<file path="config.mk">
export PLATFORM = sky130hd
export DESIGN_NAME = dmach_ctl
export DESIGN_NICKNAME = d
export VERILOG_FILES = /design/src/rtl/dmach_pkg.sv /design/src/rtl/dmach_cmd_decode.sv /design/src/rtl/dmach_fsm.sv /design/src/rtl/dmach_ring_ptrs.sv /design/src/rtl/dmach_regfile.sv /design/src/rtl/dmach_ctl.sv
export SDC_FILE = /design/constraint.sdc
export NUM_CORES = 1
export LEC_CHECK = 0
export BUFFER_PORTS_ARGS = -buffer_cell sky130_fd_sc_hd__buf_2
export CAP_MARGIN = 20
export CORE_ASPECT_RATIO = 0.9
export CORE_MARGIN = 3
export CORE_UTILIZATION = 60
export CTS_CLUSTER_DIAMETER = 120
export CTS_CLUSTER_SIZE = 24
export DETAILED_ROUTE_END_ITERATION = 6
export GPL_TIMING_DRIVEN = 0
export PLACE_DENSITY_LB_ADDON = 0.1
export SLEW_MARGIN = 20
export SYNTH_ARGS = -nofsm -noshare
export SYNTH_HDL_FRONTEND = slang
export SYNTH_HIERARCHICAL = 1
export SYNTH_SLANG_ARGS = --single-unit
</file>
<file path="constraint.sdc">
create_clock -name clk -period 3.45 [get_ports clk]
set_input_delay 0.5175 -clock clk [delete_from_list [all_inputs] [get_ports clk]]
set_output_delay 0.5175 -clock clk [all_outputs]
set_load 0.05 [all_outputs]
</file>
<file path="src/rtl/dmach_pkg.sv">
package dmach_pkg;

    localparam int REG_W = 32;

    // register byte offsets
    localparam int OFS_CTRL     = 'h000;
    localparam int OFS_BASE_LO  = 'h008;
    localparam int OFS_BASE_HI  = 'h00C;
    localparam int OFS_LEN      = 'h010;
    localparam int OFS_QUIESCE  = 'h018;
    localparam int OFS_DOORBELL = 'h400;
    localparam int OFS_CONSUMER = 'h404;

    // command codes (control word bits 23:16)
    localparam logic [7:0] CMD_DISABLE = 8'd0;
    localparam logic [7:0] CMD_ENABLE  = 8'd1;
    localparam logic [7:0] CMD_SUSPEND = 8'd2;
    localparam logic [7:0] CMD_RESET   = 8'd9;

    // reported state codes (control word bits 15:8)
    localparam logic [7:0] CODE_DISABLED  = 8'd0;
    localparam logic [7:0] CODE_ENABLED   = 8'd1;
    localparam logic [7:0] CODE_RUNNING   = 8'd2;
    localparam logic [7:0] CODE_SUSPENDED = 8'd3;
    localparam logic [7:0] CODE_STOPPED   = 8'd4;

    typedef enum logic [2:0] {
        S_OFF,
        S_READY,
        S_ACTIVE,
        S_DRAIN,
        S_PAUSED,
        S_HALTED,
        S_QUIESCE
    } fsm_e;

    typedef struct packed {
        logic en;
        logic dis;
        logic susp;
        logic rst;
    } cmd_t;

endpackage

</file>
<file path="src/rtl/dmach_cmd_decode.sv">
module dmach_cmd_decode
    import dmach_pkg::*;
#(
    parameter int AW = 11
) (
    input  logic          wr_en,
    input  logic [AW-1:0] wr_addr,
    input  logic [7:0]    code_in,
    output cmd_t          cmd,
    output logic          ctrl_wr,
    output logic          db_wr
);

    always_comb begin
        ctrl_wr = wr_en && (wr_addr == AW'(OFS_CTRL));
        db_wr   = wr_en && (wr_addr == AW'(OFS_DOORBELL));
        cmd     = '0;
        if (ctrl_wr) begin
            unique case (code_in)
                CMD_DISABLE: cmd.dis  = 1'b1;
                CMD_ENABLE:  cmd.en   = 1'b1;
                CMD_SUSPEND: cmd.susp = 1'b1;
                CMD_RESET:   cmd.rst  = 1'b1;
                default:     cmd      = '0;   // unknown code: no action
            endcase
        end
    end

endmodule

</file>
<file path="src/rtl/dmach_fsm.sv">
module dmach_fsm
    import dmach_pkg::*;
#(
    parameter int QW = 16
) (
    input  logic          clk,
    input  logic          rst_n,
    input  cmd_t          cmd,
    input  logic          pending,
    input  logic          busy,
    input  logic          hw_err,
    input  logic [QW-1:0] quiesce,
    output logic [7:0]    state_code,
    output logic          fetch_en,
    output logic          consume_ok,
    output logic          rst_done
);

    fsm_e          st, nxt;
    logic [QW-1:0] qcnt;
    logic          any_cmd;

    assign any_cmd = cmd.en | cmd.dis | cmd.susp | cmd.rst;

    // state register
    always_ff @(posedge clk or negedge rst_n) begin
        if (!rst_n) st <= S_OFF;
        else        st <= nxt;
    end

    // quiesce counter: counts idle cycles spent in QUIESCE
    always_ff @(posedge clk or negedge rst_n) begin
        if (!rst_n)                                  qcnt <= '0;
        else if (st != S_QUIESCE || cmd.rst || busy) qcnt <= '0;
        else if (qcnt < quiesce)                     qcnt <= qcnt + 1'b1;
    end

    // next state
    always_comb begin
        nxt = st;
        if (cmd.rst) begin
            nxt = S_QUIESCE;
        end else if (st == S_QUIESCE) begin
            if (!busy && qcnt >= quiesce) nxt = S_OFF;
        end else if (hw_err) begin
            nxt = S_HALTED;
        end else begin
            unique case (st)
                S_OFF: begin
                    if (cmd.en) nxt = pending ? S_ACTIVE : S_READY;
                end
                S_READY: begin
                    if (cmd.dis)       nxt = S_OFF;
                    else if (cmd.susp) nxt = busy ? S_DRAIN : S_PAUSED;
                    else if (pending)  nxt = S_ACTIVE;
                end
                S_ACTIVE: begin
                    if (cmd.dis)               nxt = S_OFF;
                    else if (cmd.susp)         nxt = busy ? S_DRAIN : S_PAUSED;
                    else if (!pending && !busy) nxt = S_READY;
                end
                S_DRAIN: begin
                    if (cmd.dis)     nxt = S_OFF;
                    else if (cmd.en) nxt = pending ? S_ACTIVE : S_READY;
                    else if (!busy)  nxt = S_PAUSED;
                end
                S_PAUSED: begin
                    if (cmd.dis)     nxt = S_OFF;
                    else if (cmd.en) nxt = pending ? S_ACTIVE : S_READY;
                end
                S_HALTED: nxt = S_HALTED;
                default:  nxt = S_OFF;
            endcase
        end
    end

    // outputs
    always_comb begin
        unique case (st)
            S_OFF:     state_code = CODE_DISABLED;
            S_READY:   state_code = CODE_ENABLED;
            S_ACTIVE:  state_code = CODE_RUNNING;
            S_DRAIN:   state_code = CODE_RUNNING;
            S_PAUSED:  state_code = CODE_SUSPENDED;
            S_HALTED:  state_code = CODE_STOPPED;
            S_QUIESCE: state_code = CODE_SUSPENDED;
            default:   state_code = CODE_DISABLED;
        endcase
        fetch_en   = (st == S_ACTIVE);
        consume_ok = (st == S_ACTIVE) || (st == S_DRAIN);
        rst_done   = (st == S_QUIESCE) && (nxt == S_OFF);
    end

    AST_HALT_STICKY: assert property (@(posedge clk) disable iff (!rst_n)
        (st == S_HALTED && !cmd.rst) |=> (st == S_HALTED));

    AST_DRAIN_WAITS: assert property (@(posedge clk) disable iff (!rst_n)
        (st == S_DRAIN && busy && !hw_err && !any_cmd) |=> (st == S_DRAIN));

    AST_WORK_STARTS: assert property (@(posedge clk) disable iff (!rst_n)
        (st == S_READY && pending && !hw_err && !any_cmd) |=> (st == S_ACTIVE));

    AST_QUIESCE_HOLDS: assert property (@(posedge clk) disable iff (!rst_n)
        (st == S_QUIESCE && busy) |=> (st == S_QUIESCE));

endmodule

</file>
<file path="src/rtl/dmach_ring_ptrs.sv">
module dmach_ring_ptrs #(
    parameter int OW         = 16,
    parameter int DESC_BYTES = 16
) (
    input  logic          clk,
    input  logic          rst_n,
    input  logic          db_wr,
    input  logic [OW-1:0] db_data,
    input  logic          consume,
    input  logic          consume_ok,
    input  logic [OW-1:0] ring_len,
    input  logic          clear,
    output logic [OW-1:0] prod,
    output logic [OW-1:0] cons,
    output logic          pending
);

    localparam logic [OW:0] STEP = (OW+1)'(DESC_BYTES);

    logic [OW:0] sum, wrapped;

    always_comb begin
        sum     = {1'b0, cons} + STEP;
        wrapped = (sum >= {1'b0, ring_len}) ? (sum - {1'b0, ring_len}) : sum;
        pending = (prod != cons);
    end

    always_ff @(posedge clk or negedge rst_n) begin
        if (!rst_n) begin
            prod <= '0;
            cons <= '0;
        end else if (clear) begin
            prod <= '0;
            cons <= '0;
        end else begin
            if (db_wr)                 prod <= db_data;
            if (consume && consume_ok) cons <= wrapped[OW-1:0];
        end
    end

    AST_CLEAR_ZEROES: assert property (@(posedge clk) disable iff (!rst_n)
        clear |=> (prod == '0 && cons == '0));

    AST_CONS_HOLD: assert property (@(posedge clk) disable iff (!rst_n)
        (!clear && !(consume && consume_ok)) |=> $stable(cons));

endmodule

</file>
<file path="src/rtl/dmach_regfile.sv">
module dmach_regfile
    import dmach_pkg::*;
#(
    parameter int AW       = 11,
    parameter int OW       = 16,
    parameter int QW       = 16,
    parameter int QDEFAULT = 4
) (
    input  logic             clk,
    input  logic             rst_n,
    input  logic             wr_en,
    input  logic [AW-1:0]    wr_addr,
    input  logic [REG_W-1:0] wr_data,
    input  logic             ctrl_wr,
    input  logic [AW-1:0]    rd_addr,
    input  logic [7:0]       state_code,
    input  logic [OW-1:0]    prod,
    input  logic [OW-1:0]    cons,
    output logic [OW-1:0]    ring_len,
    output logic [QW-1:0]    quiesce,
    output logic [REG_W-1:0] rd_data
);

    logic [REG_W-1:0] base_lo, base_hi;
    logic [7:0]       last_cmd;

    always_ff @(posedge clk or negedge rst_n) begin
        if (!rst_n) begin
            base_lo  <= '0;
            base_hi  <= '0;
            ring_len <= '0;
            quiesce  <= QW'(QDEFAULT);
            last_cmd <= '0;
        end else begin
            if (ctrl_wr) last_cmd <= wr_data[23:16];
            if (wr_en) begin
                if (wr_addr == AW'(OFS_BASE_LO)) base_lo  <= wr_data;
                if (wr_addr == AW'(OFS_BASE_HI)) base_hi  <= wr_data;
                if (wr_addr == AW'(OFS_LEN))     ring_len <= wr_data[OW-1:0];
                if (wr_addr == AW'(OFS_QUIESCE)) quiesce  <= wr_data[QW-1:0];
            end
        end
    end

    always_comb begin
        rd_data = '0;
        if (rd_addr == AW'(OFS_CTRL))     rd_data = {8'h00, last_cmd, state_code, 8'h00};
        if (rd_addr == AW'(OFS_BASE_LO))  rd_data = base_lo;
        if (rd_addr == AW'(OFS_BASE_HI))  rd_data = base_hi;
        if (rd_addr == AW'(OFS_LEN))      rd_data = REG_W'(ring_len);
        if (rd_addr == AW'(OFS_QUIESCE))  rd_data = REG_W'(quiesce);
        if (rd_addr == AW'(OFS_DOORBELL)) rd_data = REG_W'(prod);
        if (rd_addr == AW'(OFS_CONSUMER)) rd_data = REG_W'(cons);
    end

endmodule

</file>
<file path="src/rtl/dmach_ctl.sv">
module dmach_ctl
    import dmach_pkg::*;
#(
    parameter int AW         = 11,
    parameter int OW         = 16,
    parameter int QW         = 16,
    parameter int DESC_BYTES = 16,
    parameter int QDEFAULT   = 4
) (
    input  logic             clk,
    input  logic             rst_n,
    input  logic             reg_wr_en,
    input  logic [AW-1:0]    reg_wr_addr,
    input  logic [REG_W-1:0] reg_wr_data,
    input  logic [AW-1:0]    reg_rd_addr,
    output logic [REG_W-1:0] reg_rd_data,
    input  logic             eng_busy,
    input  logic             eng_consume,
    input  logic             eng_error,
    output logic             eng_fetch_en,
    output logic [7:0]       chan_state
);

    cmd_t          cmd;
    logic          ctrl_wr, db_wr;
    logic          pending, consume_ok, rst_done;
    logic [OW-1:0] prod, cons, ring_len;
    logic [QW-1:0] quiesce;

    dmach_cmd_decode #(.AW(AW)) u_dec (
        .wr_en   (reg_wr_en),
        .wr_addr (reg_wr_addr),
        .code_in (reg_wr_data[23:16]),
        .cmd     (cmd),
        .ctrl_wr (ctrl_wr),
        .db_wr   (db_wr)
    );

    dmach_fsm #(.QW(QW)) u_fsm (
        .clk        (clk),
        .rst_n      (rst_n),
        .cmd        (cmd),
        .pending    (pending),
        .busy       (eng_busy),
        .hw_err     (eng_error),
        .quiesce    (quiesce),
        .state_code (chan_state),
        .fetch_en   (eng_fetch_en),
        .consume_ok (consume_ok),
        .rst_done   (rst_done)
    );

    dmach_ring_ptrs #(.OW(OW), .DESC_BYTES(DESC_BYTES)) u_ptrs (
        .clk        (clk),
        .rst_n      (rst_n),
        .db_wr      (db_wr),
        .db_data    (reg_wr_data[OW-1:0]),
        .consume    (eng_consume),
        .consume_ok (consume_ok),
        .ring_len   (ring_len),
        .clear      (rst_done),
        .prod       (prod),
        .cons       (cons),
        .pending    (pending)
    );

    dmach_regfile #(.AW(AW), .OW(OW), .QW(QW), .QDEFAULT(QDEFAULT)) u_regs (
        .clk        (clk),
        .rst_n      (rst_n),
        .wr_en      (reg_wr_en),
        .wr_addr    (reg_wr_addr),
        .wr_data    (reg_wr_data),
        .ctrl_wr    (ctrl_wr),
        .rd_addr    (reg_rd_addr),
        .state_code (chan_state),
        .prod       (prod),
        .cons       (cons),
        .ring_len   (ring_len),
        .quiesce    (quiesce),
        .rd_data    (reg_rd_data)
    );

    AST_STATE_LEGAL: assert property (@(posedge clk) disable iff (!rst_n)
        chan_state <= CODE_STOPPED);

    AST_FETCH_ONLY_RUNNING: assert property (@(posedge clk) disable iff (!rst_n)
        eng_fetch_en |-> (chan_state == CODE_RUNNING));

endmodule

</file>
==> Word-level counts from Yosys, hierarchy flattened <==
Index checks and enable logic that the tools add are counted.
{ "word_totals": {"ramBits": 0, "latchBits": 0, "rom_bits": 0, "mem_count": 0, "output_inout_bits": 41, "elab_cells": 100, "reg_bits": 155, "in_bits": 60} }
{ "op_classes": {"shifts": 0, "addsub": 3, "muxes": 38, "bitwise_logic": 0, "eq_ne": 22, "n_mul": 0, "n_div": 0, "reduce_logical": 25, "n_lt_le_gt_ge": 3} }
{ "op_table": {"columns": ["op", "count"], "rows": [
  ["$mux 32", 6],
  ["$mux 16", 7],
  ["$mux 3", 16],
  ["$eq 11x4->1 const B", 4],
  ["$eq 11x5->1 const B", 4],
  ["$eq 11x11->1 const B", 3],
  ["$mux 24", 1],
  ["$logic_not 11->1", 2],
  ["$pmux 3 s6", 1],
  ["$add 16x5->17 const B", 1],
  ["$ge 17x16->1", 1],
  ["$add 16x1->16 const B", 1],
  ["$ge 16x16->1", 1],
  ["$lt 16x16->1", 1],
  ["$ne 16x16->1", 1],
  ["$sub 16x16->16", 1],
  ["$pmux 3 s4", 1],
  ["$eq 3x3->1 const B", 3],
  ["$eq 8x1->1 const B", 1],
  ["$eq 8x2->1 const B", 1],
  ["$eq 8x4->1 const B", 1],
  ["$logic_not 8->1", 1],
  ["$reduce_and 2->1", 4],
  ["$eq 3x2->1 const B", 2],
  ["other kinds (11)", 26]
]} }

==> Depth between registers and ports, before layout <==
Gate-level depths: netlist of the first run.
{ "logic_depth": {"word_depth": 13, "ltp_mapped": 14, "ltp_nobuf": 13} }

==> Modules after synthesis <==
Netlist of the first run, hierarchy kept.
{ "by_module_without_submodules": {"columns": ["module", "seq_area_each_um2", "cells_per_inst", "n_inst", "area_each_um2"], "rows": [
  ["dmach_regfile", 2603.7, 422, 1, 5232.5],
  ["dmach_ring_ptrs", 800.8, 322, 1, 2722.6],
  ["dmach_fsm", 475.5, 226, 1, 1910.6],
  ["dmach_cmd_decode", 0.0, 18, 1, 126.4]
]} }

==> Worst setup path before layout of the first run <==
No wires, ideal clock.
{ "synth_path": {"path_kind": "register to output", "startpoint": "register u_fsm.st[1]", "endpoint": "output port reg_rd_data[8]", "stages_incl_launch_ff": 8, "path_buffers": 1, "slack_ps": -797, "t_required_ps": 2932, "arrival_ps": 3730, "cell_sequence": "dfrtp_1 buf_2 nand2b_1 o21ai_0 a21o_1 o21ai_0 o32a_1 o32ai_1"} }
{ "synth_via": {"elab_chain_len": 10, "elab_cells_between_ends": 16, "cone_classes": "eq/ne: 6; mux: 8; reduce/logical: 2"} }
{ "synth_rtl": {"columns": ["item", "line", "text"], "rows": [
  ["from (decl)", "dmach_fsm.sv:19", "fsm_e st, nxt;"],
  ["from (signal assigned)", "dmach_fsm.sv:28", "else st <= nxt;"],
  ["$eq 3x3->1 or $eq 3x2->1 (tied branches)", "dmach_fsm.sv:79", "unique case (st)"],
  ["$reduce_or 2->1 (no source line)", null, null],
  ["$pmux 3 s4 (*)", "dmach_fsm.sv:79", null],
  ["net chan_state[0]", "dmach_ctl.sv:21", "output logic [7:0] chan_state"],
  ["$mux 24 (*)", "dmach_regfile.sv:47", "if (rd_addr == AW'(OFS_CTRL)) rd_data = {8'h00, last_cmd, state_code, 8'h00};"],
  ["$mux 32 (*)", "dmach_regfile.sv:48", "if (rd_addr == AW'(OFS_BASE_LO)) rd_data = base_lo;"],
  ["$mux 32 (*)", "dmach_regfile.sv:49", "if (rd_addr == AW'(OFS_BASE_HI)) rd_data = base_hi;"],
  ["$mux 32 (*)", "dmach_regfile.sv:50", "if (rd_addr == AW'(OFS_LEN)) rd_data = REG_W'(ring_len);"],
  ["$mux 32 (*)", "dmach_regfile.sv:51", "if (rd_addr == AW'(OFS_QUIESCE)) rd_data = REG_W'(quiesce);"],
  ["$mux 32 (*)", "dmach_regfile.sv:52", "if (rd_addr == AW'(OFS_DOORBELL)) rd_data = REG_W'(prod);"],
  ["$mux 32 (*)", "dmach_regfile.sv:53", "if (rd_addr == AW'(OFS_CONSUMER)) rd_data = REG_W'(cons);"],
  ["to (decl)", "dmach_ctl.sv:16", "output logic [REG_W-1:0] reg_rd_data,"]
]} }
The timed path passes the listed nets; every way through them passes the cells marked *.

==> Worst setup path after layout of the first run <==
{ "layout_path": {"startpoint": "register u_ptrs.cons[7]", "endpoint": "register u_ptrs.cons[0]"} }
{ "layout_via": {"elab_chain_len": 13, "elab_cells_between_ends": 26, "cone_classes": "add/sub: 1; order compare: 1; eq/ne: 1; mux: 18; reduce/logical: 5"} }
{ "layout_rtl": {"columns": ["item", "line", "text"], "rows": [
  ["from (decl)", "dmach_ring_ptrs.sv:14", "output logic [OW-1:0] cons,"],
  ["from (signal assigned)", "dmach_ring_ptrs.sv:37", "if (consume && consume_ok) cons <= wrapped[OW-1:0];"],
  ["branches (longest 13 deep; another with $add 16x5->17)", null, null]
]} }
Several ways; the timed one is not identified. The select of a mux whose other input is x is not followed.
A chain may end at the register's enable or synchronous reset.

==> metrics.yaml, run 1 <==
slowest_delay_ns: 0.51
pwr-share-comb_pct: 15.8
core_sq_mm: 0.0162
seqPwrFrac_pct: 41.8
antenna_found_initial: 1
clock_skew_ns: 0.0116
cts_made_buffers: 17
cp_top_family: "simple AND/OR/NAND/NOR gates"
clock_power_share_pct: 42.4
path_clk_slew_ns: 0.06
syn_area_sq_mm: 0.00999
rsz0062_at_grt: "yes"
grt-ovfl-total: 0
cpMaxStageDelayCell: "dfrtp_1"
num_antenna_cells: 0
ys_seq_elements: 155
yosys_warnings: 6
switching_share_pct: 28.2
power.switching_mw: 1.27
crit_chain: "nand4_1 -> or2_2 -> nor2_1 -> xnor2_1 -> ha_1 -> a21o_1 -> a21o_1 -> a311oi_1 -> a31oi_2 -> and2_1 -> buf_6 -> mux2_4 -> nor2_2"
grt_pass1_vias: 7796
pre_cts_slack_ns: -0.248
clockBufferDepth: 2
synth_ff_type: "dfrtp_1"
routed_via_density: 6.21
async_flop_share_pct: 100
vdd_drop_max_uv: 354
grt_max_degree: 93
nets: 1208
dieArea_sq_mm: 0.0182
dieWidth_um: 142
synth_edf_count: 0
synth.avg_cell_area_sq_um: 10.1
dp_hpwl_um: 19800
drt_wl_total_um: 26800
critPathMaxFanout: 7
tightest_slew_ns: 0.885
p_int_mw: 3.24
cp_num_buf_inv: 1
fill_cells: 1208
crit_type: "register to register"
end_kind: "register"
cts-root-buf: "clkbuf_16"
initial_core_util_pct: 61.5
finalHoldViolCount: 0
synthToLayoutAreaGrowth_pct: 14.9
tritoncts: "built"
arrival_ns: 3.64
cts_hold_buf: 0
drc_errors: 0
drv_slew: 0
drtPass1Iterations: 6
cts.htree.levels: 4
synth_cell_types: 73
power_density_mw_per_mm2: 392
hold_class: "input pin to async pin"
start_kind: "register"
drive_gt1_share_pct: 28.4
fin_crit_sh_pct: 95.0
cts_sinks: 155
setup_viol: 0
place_congestion: 0.935
chipHeight_um: 128
setup_ws_ns: 0.173
fmax_mhz: 305
min_period_ns: 3.28
yosysSeqAreaShare_pct: 38.8
drtIter0Drc: 798
critPathRequiredTime_ns: 3.82
finalPower_mw: 4.51
vias: 8269
wl_per_cell_um: 20.1
syn_inst: 988
path_common_cell: "a21o_1"
timing.slew.headroom_pct: 40.5
p_leak_nw: 5.57
ant_nets: 0
num_io_pins: 101
fp-row-count: 44
outcome: "complete, no violations"
max_cap_violations: 0
grt_pass1_wl_um: 42500
clk_latency_ns: 0.43
grt_usage_pct: 29.6
port-buffer-count: 94
## power by group through the flow
stage / Combinational [mW] / Sequential (mW) / Clock (mW)
after detailed placement: 0.666 / 1.92 / 0
after global routing: 0.781 / 1.89 / 2.01
after global placement: 0.653 / 1.92 / 0
after CTS: 0.672 / 1.88 / 1.94
after floorplan: 0.455 / 1.90 / 0
final: 0.710 / 1.88 / 1.91
## cell type report
| class | count | area, sq um | share of cell area (%) |
|---|---|---|---|
| buffer | 56 | 322 | 2.80 |
| clock buffer | 18 | 439 | 3.82 |
| clock inverter | 14 | 158 | 1.37 |
| inverter | 49 | 184 | 1.60 |
| multi-input combinational | 732 | 5690 | 49.5 |
| sequential | 155 | 3880 | 33.8 |
| tap | 207 | 259 | 2.26 |
| timing repair buffer | 101 | 553 | 4.82 |
## cell usage in the layout, fill, tap and decap left out, types with 7 or more instances in the layout
| master | instances |
|---|---|
| nor4_2 | 14 |
| nand3_1 | 25 |
| inv_6 | 7 |
| and3_1 | 7 |
| a31oi_1 | 9 |
| a211oi_1 | 7 |
| a21oi_1 | 39 |
| a22o_1 | 10 |
| o32ai_1 | 7 |
| mux2_2 | 73 |
| clkbuf_16 | 17 |
| nand2_1 | 76 |
| nor3_1 | 9 |
| dfrtp_1 | 152 |
| inv_1 | 49 |
| mux2_4 | 31 |
| o32a_1 | 9 |
| mux2i_1 | 58 |
| nor4_1 | 13 |
| o21ai_1 | 8 |
| xor2_1 | 26 |
| buf_2 | 108 |
| o21ai_0 | 39 |
| xnor2_1 | 12 |
| clkbuf_1 | 19 |
| a22oi_1 | 10 |
| ha_1 | 33 |
| a21o_1 | 17 |
| nand2b_1 | 27 |
| nand4_1 | 17 |
| buf_4 | 15 |
| nor2_1 | 71 |
## cell families (layout without fill, tap and decap cells)
logic type	count (synthesis)	in the layout	synth area share, %
flops	155	155	38.8
xor+xnor	38	38	3.33
other cells	1	5	0.0375
compound gates	184	184	12.5
fa+ha+maj	36	36	4.58
buf+inv	105	238	4.98
mux	163	163	18.8
simple gates	306	306	17.0
## what timing repair did
action	in CTS	in global routing
buffers inserted	0	6
gates resized for setup	2	15
endpoints found under the setup margin	1	28
pin swaps	0	5
## cell usage after synthesis (all sizes together) (2+ instances only)
cell type	number	area share (%)
nor2b	4	0.25
o211ai	4	0.30
o31ai	4	0.30
a22oi	10	0.75
xnor2	12	1.1
o32a	9	0.90
buf	33	2.3
o21ai	47	2.4
or3	4	0.25
o21a	2	0.23
nor2	74	2.8
nand4	18	1.2
nand2	77	2.9
clkbuf	23	0.89
nor4	30	3.1
nand3	26	1.4
or2	5	0.31
inv	49	1.8
mux2i	58	5.8
a222oi	2	0.20
ha	35	4.4
a21oi	39	2.0
dfrtp	154	39
a211oi	7	0.53
xor2	26	2.3
a31oi	10	0.69
a221oi	6	0.53
nor4b	2	0.24
o32ai	9	0.79
mux2	105	13
nand3b	2	0.28
a22o	10	0.88
and4	3	0.26
and3	7	0.44
or4	3	0.23
nor3b	3	0.23
nor3	13	0.86
a21o	17	1.3
nand2b	27	1.7
and2	6	0.38
## stage by stage
stage | cell area (sq um) | setup TNS (ns) | cells | hold slack [ns] | util (%)
2_1_floorplan | 10000 | -0.00193 | 992 | 0.222 | -
3_3_place_gp | 10800 | -79.55 | 1293 | 0.468 | 66.2
3_5_place_dp | 10800 | -1.24 | 1294 | 0.478 | 66.4
4_1_cts | 11400 | 0 | 1326 | 0.137 | 70.1
5_1_grt | 11500 | -0.0316 | 1332 | 0.158 | 70.7
6_report | 11500 | 0 | 1332 | 0.104 | 70.7
## final timing paths
path / startpoint / endpoint / slack [ns] / cells past startpoint
setup / recovery: u_ptrs/cons[7]$_DFFE_PN0P_ / u_ptrs/cons[0]$_DFFE_PN0P_ / 0.17 / 13
hold / removal: rst_n / u_regs/base_hi[3]$_DFFE_PN0P_ / 0.10 / 1
setup reg to reg: u_ptrs/cons[7]$_DFFE_PN0P_ / u_ptrs/cons[0]$_DFFE_PN0P_ / 0.17 / 13
hold reg to reg: u_regs/base_lo[6]$_DFFE_PN0P_ / u_regs/base_lo[6]$_DFFE_PN0P_ / 0.49 / 1
max in group asynchronous: rst_n / u_regs/base_lo[16]$_DFFE_PN0P_ / 2.59 / 2
min in group clk: reg_wr_data[29] / u_regs/base_hi[29]$_DFFE_PN0P_ / 0.32 / 2
## per-layer routing
layer | track usage [%] | vias to the layer above | share of wire (%)
li1 | - | 3838 | -
met1 | 46.5 | 4055 | 47
met2 | 42.7 | 339 | 44
met3 | 5.57 | 35 | 7.7
met4 | 6.04 | 2 | 1.1
met5 | 0 | - | 0.049
## registers in the layout (all words and copies together), names as in the netlist
signal           flops
u_fsm/qcnt          16
u_fsm/st             3
u_ptrs/cons         16
u_ptrs/prod         16
u_regs/base_hi      32
u_regs/base_lo      32
u_regs/last_cmd      8
u_regs/quiesce      16
u_regs/ring_len     16
Note: power is estimated with default switching activity, not from simulation.
==> run 2: changes to the inputs <==
- CORE_UTILIZATION: 60 -> 55
- HOLD_SLACK_MARGIN: unset -> 0.08
==> run 2 against run 1 <==
Highest routed layer unchanged; fmax down 2.8%; non-clock buffer count up 1; total power increased by 2.9%; critical endpoint is now reg_rd_data[6].
==> metrics.yaml, run 2 (synthesized netlist as in run 1, its figures left out) <==
min_period_ns: 3.37  # +0.0939 ns
cts.htree.levels: 4  # unchanged
reg_top3: "u_regs/base_hi (32), u_regs/base_lo (32)"
dieArea_sq_mm: 0.0198  # +8.7%
critPathRequiredTime_ns: 2.93  # -0.89 ns
fin_crit_sh_pct: 97.7  # +2.7 points
ff2ff_setup_slack_ns: 0.12  # -0.05 ns
critPathMaxFanout: 5  # -2
antenna_found_initial: 2  # +1
vdd_drop_max_uv: 323  # -8.7%
synthToLayoutAreaGrowth_pct: 15.9
nets: 1209  # +0.083%
dieWidth_um: 148  # +4.3%
outcome: "complete, no violations"
final.setup.tns_ns: 0  # unchanged
grt_busiest_layer: "met1"
end_kind: "output port"
gr-usage-met3_pct: 6.08  # +0.51 points
fp-row-count: 46  # +4.5%
met1_usage_pct: 42.0  # -4.5 points
drtIter0Drc: 679  # -15%
port-buffer-count: 94  # unchanged
routed_via_density: 5.99  # -3.5%
grt-ovfl-total: 0  # unchanged
ant_nets: 0  # unchanged
dp_hpwl_um: 20300  # +2.2%
arrival_ns: 2.85  # -0.79 ns
timing.slew.headroom_pct: 41.4  # +0.87 points
grt_max_degree: 82  # -12%
clockBufferDepth: 2  # unchanged
multi_input_area_sq_mm: 0.00569  # about the same
power_density_mw_per_mm2: 400  # +2.0%
clock_skew_ns: 0.00797  # -0.00364 ns
final_cell_mix: "151 x dfrtp_1, 108 x buf_2, 76 x nand2_1, 73 x mux2_2, 70 x nor2_1"
cts-root-buf: "clkbuf_16"
finalHoldViolCount: 0  # unchanged
clk_latency_ns: 0.43  # about the same
mostFrequentLayoutCell: "dfrtp_1"
rsz0062_at_grt: "yes"
drc_errors: 0  # unchanged
grt_pass1_wl_um: 43000  # +1.3%
hold_class: "input pin to async pin"
fmax_mhz: 297  # -2.8%
area.sequential_sq_mm: 0.00388  # about the same
setup_viol: 0  # unchanged
grt_usage_pct: 27.4  # -2.2 points
start_kind: "input pin"
dp_cells: 1327  # +2.6%
cts_made_buffers: 17  # unchanged
vias: 8190  # -0.96%
wl_per_cell_um: 19.9  # -1.2%
max_cap_violations: 0  # unchanged
path_clk_slew_ns: 0.07  # about the same
drt_wl_total_um: 27200  # +1.4%
grt_pass1_vias: 7884  # +1.1%
p_leak_nw: 5.60  # +0.58%
fill_cells: 1490  # +23%
drtPass1Iterations: 7  # +1
r2r-start: "u_ptrs/cons[6]$_DFFE_PN0P_"
drv_slew: 0  # unchanged
tritoncts: "built"
r2r_cells: 14  # +1
drive_gt1_share_pct: 28.7  # +0.33 points
tightest_slew_ns: 0.872  # -0.0130 ns
rr_endpoint: "u_ptrs/cons[0]$_DFFE_PN0P_"
num_io_pins: 101  # unchanged
instances_no_fill: 1367  # +2.6%
use_met2_pct: 40.1  # -2.7 points
initial_core_util_pct: 56.4  # -5.2 points
chipHeight_um: 134  # +4.2%
cts_sinks: 155  # unchanged
core_sq_mm: 0.0177  # +9.2%
crit_type: "input pin to output port"
place_congestion: 0.941  # +0.65%
==> run 2: worst max path at each step <==
stage	start	end	slack (ns)	cells after the start
final	reg_rd_addr[7]	reg_rd_data[6]	0.08	7
after global routing	u_ptrs/cons[11]$_DFFE_PN0P_	u_ptrs/cons[14]$_DFFE_PN0P_	-0.1	14
after CTS	u_ptrs/cons[5]$_DFFE_PN0P_	u_ptrs/cons[14]$_DFFE_PN0P_	0.004	14
after detailed placement	reg_wr_data[21]	u_ptrs/cons[13]$_DFFE_PN0P_	-0.37	12
after global placement	rst_n	u_regs/base_hi[23]$_DFFE_PN0P_	-0.54	1
after floorplan	u_fsm/st[2]$_DFF_PN0_	reg_rd_data[9]	-0.002	7
==> run 2: area by class of cell <==
type	instances	area share [%]
multi-input cells	732	49.1
flip-flops and latches	155	33.5
repair buffers	102	4.84
clock buffers	17	3.67
plain buffers	56	2.78
well taps	240	2.59
clock inverters	15	1.84
inverters	49	1.59
diodes	1	0.0216
==> run 2: what timing repair did <==
item	CTS	global route
setup buffers	0	7
gates resized for setup	3	17
endpoints found under the setup margin	15	29
hold endpoints to repair	0	0
hold buffers	0	0
pin swaps	0	3
==> run 2: critical path: stages <==
cell and delay (ns):
buf_2 0.11, nor4_1 0.49, nand2_1 0.35, nor3b_1 0.63, a221oi_1 0.22, a21oi_1 0.23, buf_2 0.30
==> run 2: per-layer routing <==
metal  routed length (um)  vias up  part of all wire [%]
met5                    7        -                 0.026
li1                     -     3829                     -
met2                11900      297                    44
met4                  257        2                  0.95
met1                13200     4038                    49
met3                 1820       24                   6.7
==> run 2: power by group <==
group | switching [mW] | internal [mW]
clock network | 0.860 | 1.18
registers | 0.0368 | 1.85
logic | 0.418 | 0.294
total | 1.32 | 3.32
==> run 2: stage by stage <==
stage / power [mW] / hold WS, ns / area (sq um) / worst slack, ns / util (%)
floorplan: 2.36 / 0.222 / 10000 / -0.00193 / -
global placement: 2.57 / 0.468 / 10800 / -0.538 / 60.9
detailed placement: 2.59 / 0.483 / 10800 / -0.369 / 61.1
CTS: 4.62 / 0.0999 / 11500 / 0.00376 / 64.8
global route: 4.81 / 0.107 / 11600 / -0.0960 / 65.3
finish: 4.64 / 0.0763 / 11600 / 0.0788 / 65.3
==> run 3: changes to the inputs <==
- PLACE_DENSITY_LB_ADDON: 0.1 -> 0.2
- RECOVER_POWER: unset -> 25
==> run 3 against run 2 <==
Global-route usage is 0.73 points lower; sequential power hardly changed; clock power is 9% lower; highest routed layer is now met4; largest cell class unchanged.
==> metrics.yaml, run 3 (synthesized netlist as in run 1, its figures left out) <==
synthToLayoutAreaGrowth_pct: 15.5
cts_made_buffers: 17  # unchanged
grt_pass1_wl_um: 41800  # -2.7%
reg_top3: "u_regs/base_hi (32), u_regs/base_lo (32)"
final.setup.tns_ns: 0  # unchanged
port-buffer-count: 94  # unchanged
finalPower_mw: 4.45  # -4.1%
setup_viol: 0  # unchanged
crit_chain: "buf_2 -> nor4_2 -> nand2_1 -> nor3b_1 -> a221oi_1 -> a21oi_1 -> buf_2"
crit_end: "reg_rd_data[0]"
slowest_delay_ns: 0.71  # +0.08 ns
hold_class: "input pin to register"
fmax_mhz: 304  # +2.4%
drtIter0Drc: 763  # +12%
start_kind: "input pin"
tritoncts: "built"
chipHeight_um: 134  # unchanged
ff2ff_setup_slack_ns: 0.17  # +0.05 ns
critPathRequiredTime_ns: 2.93  # about the same
arrival_ns: 2.77  # -0.08 ns
clk_latency_ns: 0.43  # about the same
antenna_found_initial: 0  # -2
core_sq_mm: 0.0177  # unchanged
place_congestion: 0.896  # -4.7%
startpoint: "reg_rd_addr[10]"
cts_sinks: 155  # unchanged
mostFrequentLayoutCell: "dfrtp_1"
initial_core_util_pct: 56.4  # unchanged
grt_max_degree: 85  # +3.7%
final_cell_mix: "152 x dfrtp_1, 107 x buf_2, 76 x nand2_1, 73 x mux2_2, 69 x nor2_1"
path_clk_slew_ns: 0.07  # about the same
drv_slew: 0  # unchanged
r2r_cells: 14  # unchanged
path_common_cell: "buf_2"
fp-row-count: 46  # unchanged
min_period_ns: 3.29  # -0.0795 ns
drt_wl_total_um: 26800  # -1.4%
fin_crit_sh_pct: 95.4  # -2.3 points
p_leak_nw: 5.57  # -0.51%
crit_type: "input pin to output port"
cts.htree.levels: 4  # unchanged
nets: 1212  # +0.25%
multi_input_area_sq_mm: 0.00569  # about the same
clockBufferDepth: 2  # unchanged
clock_skew_ns: 0.0102  # +0.00222 ns
max_cap_violations: 0  # unchanged
finalHoldViolCount: 0  # unchanged
rr_endpoint: "u_ptrs/cons[0]$_DFFE_PN0P_"
drive_gt1_share_pct: 28.6  # -0.076 points
dieArea_sq_mm: 0.0198  # unchanged
grt_usage_pct: 26.7  # -0.73 points
r2r-start: "u_ptrs/cons[6]$_DFFE_PN0P_"
dp_hpwl_um: 19900  # -2.1%
drtPass1Iterations: 6  # -1
routed_via_density: 6.04  # +0.78%
timing.slew.headroom_pct: 20.4  # -21 points
fill_cells: 1441  # -3.3%
outcome: "complete, no violations"
grt_pass1_vias: 7722  # -2.1%
dieWidth_um: 148  # unchanged
area.sequential_sq_mm: 0.00388  # about the same
grt-ovfl-total: 0  # unchanged
tightest_slew_ns: 1.19  # +0.322 ns
power_density_mw_per_mm2: 385  # -3.7%
vdd_drop_max_uv: 332  # +3.0%
num_antenna_cells: 0  # -1
ant_nets: 0  # unchanged
cts-root-buf: "clkbuf_16"
num_io_pins: 101  # unchanged
wl_per_cell_um: 19.6  # -1.6%
critPathMaxFanout: 7  # +2
drc_errors: 0  # unchanged
cpMaxStageDelayCell: "nor3b_1"
vias: 8266  # +0.93%
end_kind: "output port"
whs_ns: 0.328  # +0.252 ns
-- run 3: changes by cell type in the layout (fill, tap and decap cells not counted), sizes merged --
cell,before,now
buf,134,132
bufinv,3,1
clkbuf,41,45
clkinv,1,3
clkinvlp,0,3
diode,1,0
dlygate4sd3,0,1
inv,60,57
-- run 3: how the worst min path moves through the flow --
| stage | slack, ns | to | from | cells after the start |
|---|---|---|---|---|
| final | 0.33 | u_regs/base_hi[25]$_DFFE_PN0P_ | reg_wr_data[25] | 2 |
| after global routing | 0.31 | u_regs/base_hi[25]$_DFFE_PN0P_ | reg_wr_data[25] | 2 |
| after CTS | 0.31 | u_regs/base_hi[25]$_DFFE_PN0P_ | reg_wr_data[25] | 2 |
| after detailed placement | 0.35 | u_regs/ring_len[5]$_DFFE_PN0P_ | rst_n | 1 |
| after global placement | 0.47 | u_regs/base_lo[6]$_DFFE_PN0P_ | u_regs/base_lo[6]$_DFFE_PN0P_ | 1 |
| after floorplan | 0.22 | u_fsm/qcnt[0]$_DFFE_PN0P_ | rst_n | 0 |
-- run 3: power breakdown --
group          leakage [nW]  internal [mW]  switching, mW
sequential             2.13           1.85         0.0369
combinational          3.17          0.293          0.422
clock                 0.277           1.02          0.828
-- run 3: worst max-delay path: cells and delay by family --
family | cells | cell delay [ns]
compound gates | 2 | 0.41
buf+inv | 2 | 0.44
simple gates | 3 | 1.41
-- run 3: per-layer routing --
layer  share of wire (%)  track usage, %  up-vias
li1                    -               -     3826
met1                  48            41.8     4057
met2                  43            37.8      352
met3                 8.1            5.61       31
met4                 1.3            6.36        0
met5                   0               0        -
-- run 3: per-stage QoR --
| step | util [%] | instances | worst slack (ns) | cell area, sq um |
|---|---|---|---|---|
| 2_1_floorplan | - | 992 | -0.00193 | 10000 |
| 3_3_place_gp | 60.9 | 1326 | -0.529 | 10800 |
| 3_5_place_dp | 61.3 | 1328 | -0.310 | 10900 |
| 4_1_cts | 64.6 | 1361 | 0.00561 | 11500 |
| 5_1_grt | 65.1 | 1369 | -0.00874 | 11500 |
| 6_report | 65.1 | 1369 | 0.158 | 11500 |
-- run 3: layout make-up --
type / instances / share of cell area (%)
Sequential cell: 155 / 33.6
Clock inverter: 15 / 1.36
Timing Repair Buffer: 105 / 4.98
Inverter: 49 / 1.59
Clock buffer: 17 / 3.69
Tap cell: 240 / 2.60
Buffer: 56 / 2.81
Multi-Input combinational cell: 732 / 49.3
-- run 3: repair_timing --
item,CTS,global route
endpoints found under the hold margin,15,0
setup buffers,0,8
hold buffers,1,0
endpoints found under the setup margin,18,37
pin swaps,0,2
gates resized for setup,3,18
